<file path="config.mk">
export PLATFORM = sky130hd
export DESIGN_NAME = fpx_sequencer
export DESIGN_NICKNAME = d
export VERILOG_FILES = /design/src/rtl/fpx_pkg.sv /design/src/rtl/fpx_decode.sv /design/src/rtl/fpx_seq.sv /design/src/rtl/fpx_sequencer.sv
export SDC_FILE = /design/constraint.sdc
export NUM_CORES = 1
export LEC_CHECK = 0
export CAP_MARGIN = 20
export CELL_PAD_IN_SITES_DETAIL_PLACEMENT = 1
export CELL_PAD_IN_SITES_GLOBAL_PLACEMENT = 2
export CORE_MARGIN = 8
export CORE_UTILIZATION = 31
export CTS_CLUSTER_DIAMETER = 30
export DETAILED_ROUTE_END_ITERATION = 8
export DONT_BUFFER_PORTS = 1
export PLACE_DENSITY = 0.73
export REMOVE_ABC_BUFFERS = 1
export SETUP_SLACK_MARGIN = 0.4
export SLEW_MARGIN = 10
export SYNTH_ARGS = -nofsm -noshare
export SYNTH_HDL_FRONTEND = slang
export SYNTH_SLANG_ARGS = --single-unit
</file>
<file path="constraint.sdc">
create_clock -name clk -period 1.3 [get_ports clk]
set_clock_uncertainty 0.05 [all_clocks]
set_input_delay 0.195 -clock clk [delete_from_list [all_inputs] [get_ports clk]]
set_output_delay 0.195 -clock clk [all_outputs]
set_load 0.05 [all_outputs]
</file>
<file path="src/rtl/fpx_pkg.sv">
package fpx_pkg;
  typedef enum logic [1:0] {
    K_STORE = 2'd0,
    K_LOAD  = 2'd1,
    K_BADD  = 2'd2,
    K_BSUB  = 2'd3
  } uop_kind_e;
endpackage

</file>
<file path="src/rtl/fpx_decode.sv">
module fpx_decode #(
  parameter int IMM_W = 8,
  localparam int OFF_W = IMM_W + 2
) (
  input  logic             cnt_hi,
  input  logic             cnt_lo,
  input  logic [IMM_W-1:0] imm,
  input  logic             pre,
  output logic [1:0]       cnt_m1,
  output logic [OFF_W-1:0] disp,
  output logic [OFF_W-1:0] xfer_off
);
  // 2-bit wrap makes code 00 decode to count-1 = 3, i.e. four registers
  always_comb begin
    cnt_m1   = {cnt_hi, cnt_lo} - 2'd1;
    disp     = {imm, 2'b00};
    xfer_off = pre ? {imm, 2'b00} : '0;
  end
endmodule

</file>
<file path="src/rtl/fpx_seq.sv">
module fpx_seq (
  input  logic       clk,
  input  logic       rst,
  input  logic       start,
  input  logic [1:0] cnt_m1,
  input  logic       wb,
  input  logic       adv,
  output logic       busy,
  output logic [1:0] grp,
  output logic [1:0] slot,
  output logic       wb_phase,
  output logic       last
);
  logic [1:0] cnt_m1_q;
  logic       wb_q;
  logic       grp_end;

  always_comb begin
    grp_end = (slot == 2'd2) && (grp == cnt_m1_q);
    last    = busy && (wb_phase || (grp_end && !wb_q));
  end

  always_ff @(posedge clk) begin
    if (rst) begin
      busy     <= 1'b0;
      grp      <= '0;
      slot     <= '0;
      wb_phase <= 1'b0;
      cnt_m1_q <= '0;
      wb_q     <= 1'b0;
    end else if (!busy) begin
      if (start) begin
        busy     <= 1'b1;
        grp      <= '0;
        slot     <= '0;
        wb_phase <= 1'b0;
        cnt_m1_q <= cnt_m1;
        wb_q     <= wb;
      end
    end else if (adv) begin
      if (wb_phase) begin
        busy     <= 1'b0;
        wb_phase <= 1'b0;
      end else if (slot != 2'd2) begin
        slot <= slot + 2'd1;
      end else begin
        slot <= '0;
        if (grp == cnt_m1_q) begin
          if (wb_q) wb_phase <= 1'b1;
          else      busy     <= 1'b0;
        end else begin
          grp <= grp + 2'd1;
        end
      end
    end
  end
endmodule

</file>
<file path="src/rtl/fpx_sequencer.sv">
module fpx_sequencer #(
  parameter int IMM_W  = 8,
  parameter int FREG_W = 3,
  parameter int BASE_W = 4,
  localparam int OFF_W = IMM_W + 2
) (
  input  logic              clk,
  input  logic              rst,
  input  logic              in_valid,
  output logic              in_ready,
  input  logic              in_cnt_hi,
  input  logic              in_cnt_lo,
  input  logic [IMM_W-1:0]  in_imm,
  input  logic              in_pre,
  input  logic              in_up,
  input  logic              in_wb,
  input  logic              in_load,
  input  logic [FREG_W-1:0] in_freg,
  input  logic [BASE_W-1:0] in_base,
  output logic              out_valid,
  input  logic              out_ready,
  output logic [1:0]        out_kind,
  output logic [FREG_W-1:0] out_reg,
  output logic [1:0]        out_slot,
  output logic [OFF_W-1:0]  out_off,
  output logic [BASE_W-1:0] out_base,
  output logic              out_last
);
  import fpx_pkg::*;

  logic [1:0]        dec_cnt_m1;
  logic [OFF_W-1:0]  dec_disp, dec_xoff;
  logic              busy, wb_phase, seq_last, take;
  logic [1:0]        grp, slot;

  logic              load_q, up_q;
  logic [FREG_W-1:0] freg_q;
  logic [BASE_W-1:0] base_q;
  logic [OFF_W-1:0]  disp_q, xoff_q;

  fpx_decode #(.IMM_W(IMM_W)) u_dec (
    .cnt_hi   (in_cnt_hi),
    .cnt_lo   (in_cnt_lo),
    .imm      (in_imm),
    .pre      (in_pre),
    .cnt_m1   (dec_cnt_m1),
    .disp     (dec_disp),
    .xfer_off (dec_xoff)
  );

  assign in_ready = !busy;
  assign take     = in_valid && !busy;

  fpx_seq u_seq (
    .clk      (clk),
    .rst      (rst),
    .start    (take),
    .cnt_m1   (dec_cnt_m1),
    .wb       (in_wb),
    .adv      (out_ready),
    .busy     (busy),
    .grp      (grp),
    .slot     (slot),
    .wb_phase (wb_phase),
    .last     (seq_last)
  );

  always_ff @(posedge clk) begin
    if (rst) begin
      load_q <= 1'b0;
      up_q   <= 1'b0;
      freg_q <= '0;
      base_q <= '0;
      disp_q <= '0;
      xoff_q <= '0;
    end else if (take) begin
      load_q <= in_load;
      up_q   <= in_up;
      freg_q <= in_freg;
      base_q <= in_base;
      disp_q <= dec_disp;
      xoff_q <= dec_xoff;
    end
  end

  always_comb begin
    out_valid = busy;
    out_kind  = K_STORE;
    out_reg   = '0;
    out_slot  = '0;
    out_off   = '0;
    out_base  = '0;
    out_last  = 1'b0;
    if (busy) begin
      out_base = base_q;
      out_last = seq_last;
      if (wb_phase) begin
        out_kind = up_q ? K_BADD : K_BSUB;
        out_off  = disp_q;
      end else begin
        out_kind = load_q ? K_LOAD : K_STORE;
        out_reg  = freg_q + FREG_W'(grp);
        out_slot = slot;
        out_off  = xoff_q;
      end
    end
  end
endmodule

</file>
==> out/metrics.cfg <==
[setup_path]
setup.worst_path.class = flip-flop to output port
cp-end-kind = output port
arrival_ns = 1.65
timing.rr.start = u_seq.grp[0]
cp-start-kind = flip-flop
rrSetupSlack_ns = -0.28
crit_required_ns = 1.05
rr_worst_depth = 8
r2r-end = u_seq.busy
cp_max_fo = 2

[sta]
hold_viol_final = 33
period_share = 1.460
fmax_mhz = 526.9
grt_setup_unrepaired = true
setup_ws_ns = -0.5977
final-setup-viol-count = 54
slew_viol_final = 0
hold_slack_ns = -0.09409
period_minus_slack_ns = 1.898

[die]
die_h_um = 87.88
core_um2 = 5042
dieArea_um2 = 7722
rows = 26
initial_utilization = 0.3176
ios = 49
die_x_um = 87.88

[status]
violations = hold timing, setup timing
outcome = complete, but fails checks

[power_and_ir_drop]
ir_drop_mv = 0.7691
p_seq_frac = 0.438
p_int_mw = 1.823
p_sw_uw = 744.6
combPwrFrac = 0.241
p_sw_frac = 0.2899
clockPowerShare = 0.321
total_power_mw = 2.568
leakage_nw = 1.185
p_per_area_nw_per_um2 = 819.7

[clock_network]
clk_latency_ns = 0.30
cts_buffers = 5
cts_max_level = 2
cts.reportedPaths.clkPinSlew_ns = 0.07
clock_path_buffers = 2
cts_sinks = 34
cts_tree = built
clockRootBuffer = clkbuf_8

[placement]
dp_slack_ns = -0.3143
hpwlAfterDp_um = 3563
placed_cells = 306
portBuffers = 0
post_dp_cell_area_um2 = 2088
gp_congestion = 0.8330

[worst_hold_path]
hold_class = input pin to flip-flop
hp-start = rst
whs_path_depth = 1
timing.hold.worst_endpoint = disp_q[4]

[route]
first_iter_violations = 38
via_per_inst = 4.950
drc_errors = 0
totalWireLength_um = 6742
vias = 1683
ant_nets = 0
dr.pass1.iters = 3
wl_per_cell_um = 19.83

[yosys]
synthArstFlopShare = 0
ys_ff_latch = 34
netlist.top_cell.by_area = dfxtp_1
netlist_area_um2 = 1602
synth-warning-count = 0
synthTopCellsByArea = dfxtp_1 43%, nand2_1 11%, a21oi_1 9.4%
synthDominantCellAreaShare = 0.4250
synth-main-ff-cell = dfxtp_1
synth_cell_type_count = 33
syn_area_per_cell_um2 = 7.774
synth_edf_count = 0
synth-seq-area-share = 0.4250
postSynthCellCount = 206

[layout]
diodes = 0
drive_above_1_share = 0.6519
stdcell_count = 340
fin_area_um2 = 3133
fillCellCount = 527
fin_nets = 296
final_cell_mix = 29 x nand2_1, 29 x a21oi_2, 28 x dfxtp_1, 28 x buf_6, 21 x buf_4
seq_area_um2 = 695.7
syn2layout_area_growth_pct = 95.62
multi_input_area_um2 = 1291

[global_route]
grt_pass1_wl_um = 10030
grt_max_degree = 35
grt_pass1_vias = 1945
antenna_found_initial = 0
globalRouteOverflowTotal = 0
grt_usage = 0.1708

[flow_run]
maxCapViolations = 0

==> cells in the mapped netlist, drive strengths merged (2+ instances only) <==
library cell	count
xnor2	3
a211oi	4
and2	9
nand2	49
clkbuf	5
nand3	10
a21oi	30
mux2i	8
nand3b	2
buf	12
nor2	16
inv	5
o21ai	2
nand2b	2
dfxtp	34
==> metal layers <==
metal,share of wire,GRT usage,up-vias
met2,0.57,0.3290,33
met3,0.049,0.05066,10
met4,0.017,0.05625,0
li1,-,-,804
met1,0.37,0.1678,836
met5,0,0,-
==> area by class of cell <==
cell class / count / share of cell area
tap: 70 / 0.02796
inverter: 5 / 0.007588
clock buffer: 7 / 0.02756
sequential: 34 / 0.2220
multi-input combinational: 151 / 0.4121
timing repair buffer: 72 / 0.3011
clock inverter: 1 / 0.001597
==> worst max-delay path by stage <==
stage / start / slack, ns / end / cells after the start
after global routing: freg_q[0] / -0.69 / out_reg[2] / 6
final: freg_q[0] / -0.60 / out_reg[2] / 6
after global placement: u_seq.grp[0] / -0.25 / out_reg[2] / 6
after CTS: u_seq.grp[0] / -0.58 / out_reg[2] / 6
after floorplan: u_seq.busy / -1.70 / out_kind[0] / 2
after detailed placement: u_seq.grp[0] / -0.31 / out_reg[2] / 6
==> per-stage QoR <==
step / hold slack [ns] / setup TNS [ns] / util
6_report: -0.09409 / -11.50 / 0.6213
5_1_grt: -0.1117 / -13.79 / 0.6213
4_1_cts: -0.1006 / -9.232 / 0.5722
3_5_place_dp: 0.2210 / -3.731 / 0.4141
3_3_place_gp: 0.2180 / -2.867 / 0.4141
2_1_floorplan: 0.2141 / -53.07 / -
==> logic make-up after synthesis <==
group                    Yosys count  share of synthesized area
AO/OA/AOI/OAI                     41                     0.1469
XOR/XNOR                           4                    0.02188
adder cells (fa/ha/maj)            2                    0.02031
buffers and inverters             22                    0.06172
flip-flops                        34                     0.4250
multiplexers                       8                    0.05000
other                              1                   0.002342
AND/OR/NAND/NOR                   94                     0.2719
==> sequential cells by signal (all words and copies together), names as in the netlist <==
register        cells
u_seq.grp           2
u_seq.cnt_m1_q      2
u_seq.busy          1
up_q                1
u_seq.wb_q          1
xoff_q              8
freg_q              3
u_seq.slot          2
disp_q              8
base_q              4
u_seq.wb_phase      1
load_q              1
==> power by group through the flow <==
stage               clock network [mW]  registers [mW]  logic (mW)
floorplan                            0            1.15       0.180
global placement                     0            1.14       0.316
detailed placement                   0            1.14       0.327
CTS                              0.832            1.12       0.550
global route                     0.899            1.13       0.651
finish                           0.823            1.13       0.619
==> what timing repair did <==
action | 4_1_cts | 5_1_grt
buffers inserted | 15 | 5
gates cloned | 6 | 0
pin swaps | 50 | 26
setup endpoints to repair | 56 | 56
hold endpoints to repair | 33 | 33
resized for setup | 123 | 48
==> critical path, stage by stage, from the launching register on <==
cell,delay (ns)
dfxtp_2,0.36
ha_4,0.14
inv_2,0.04
fa_2,0.35
xor2_1,0.16
nor2_1,0.12
buf_6,0.17
Power figures use the tool's default switching activity.
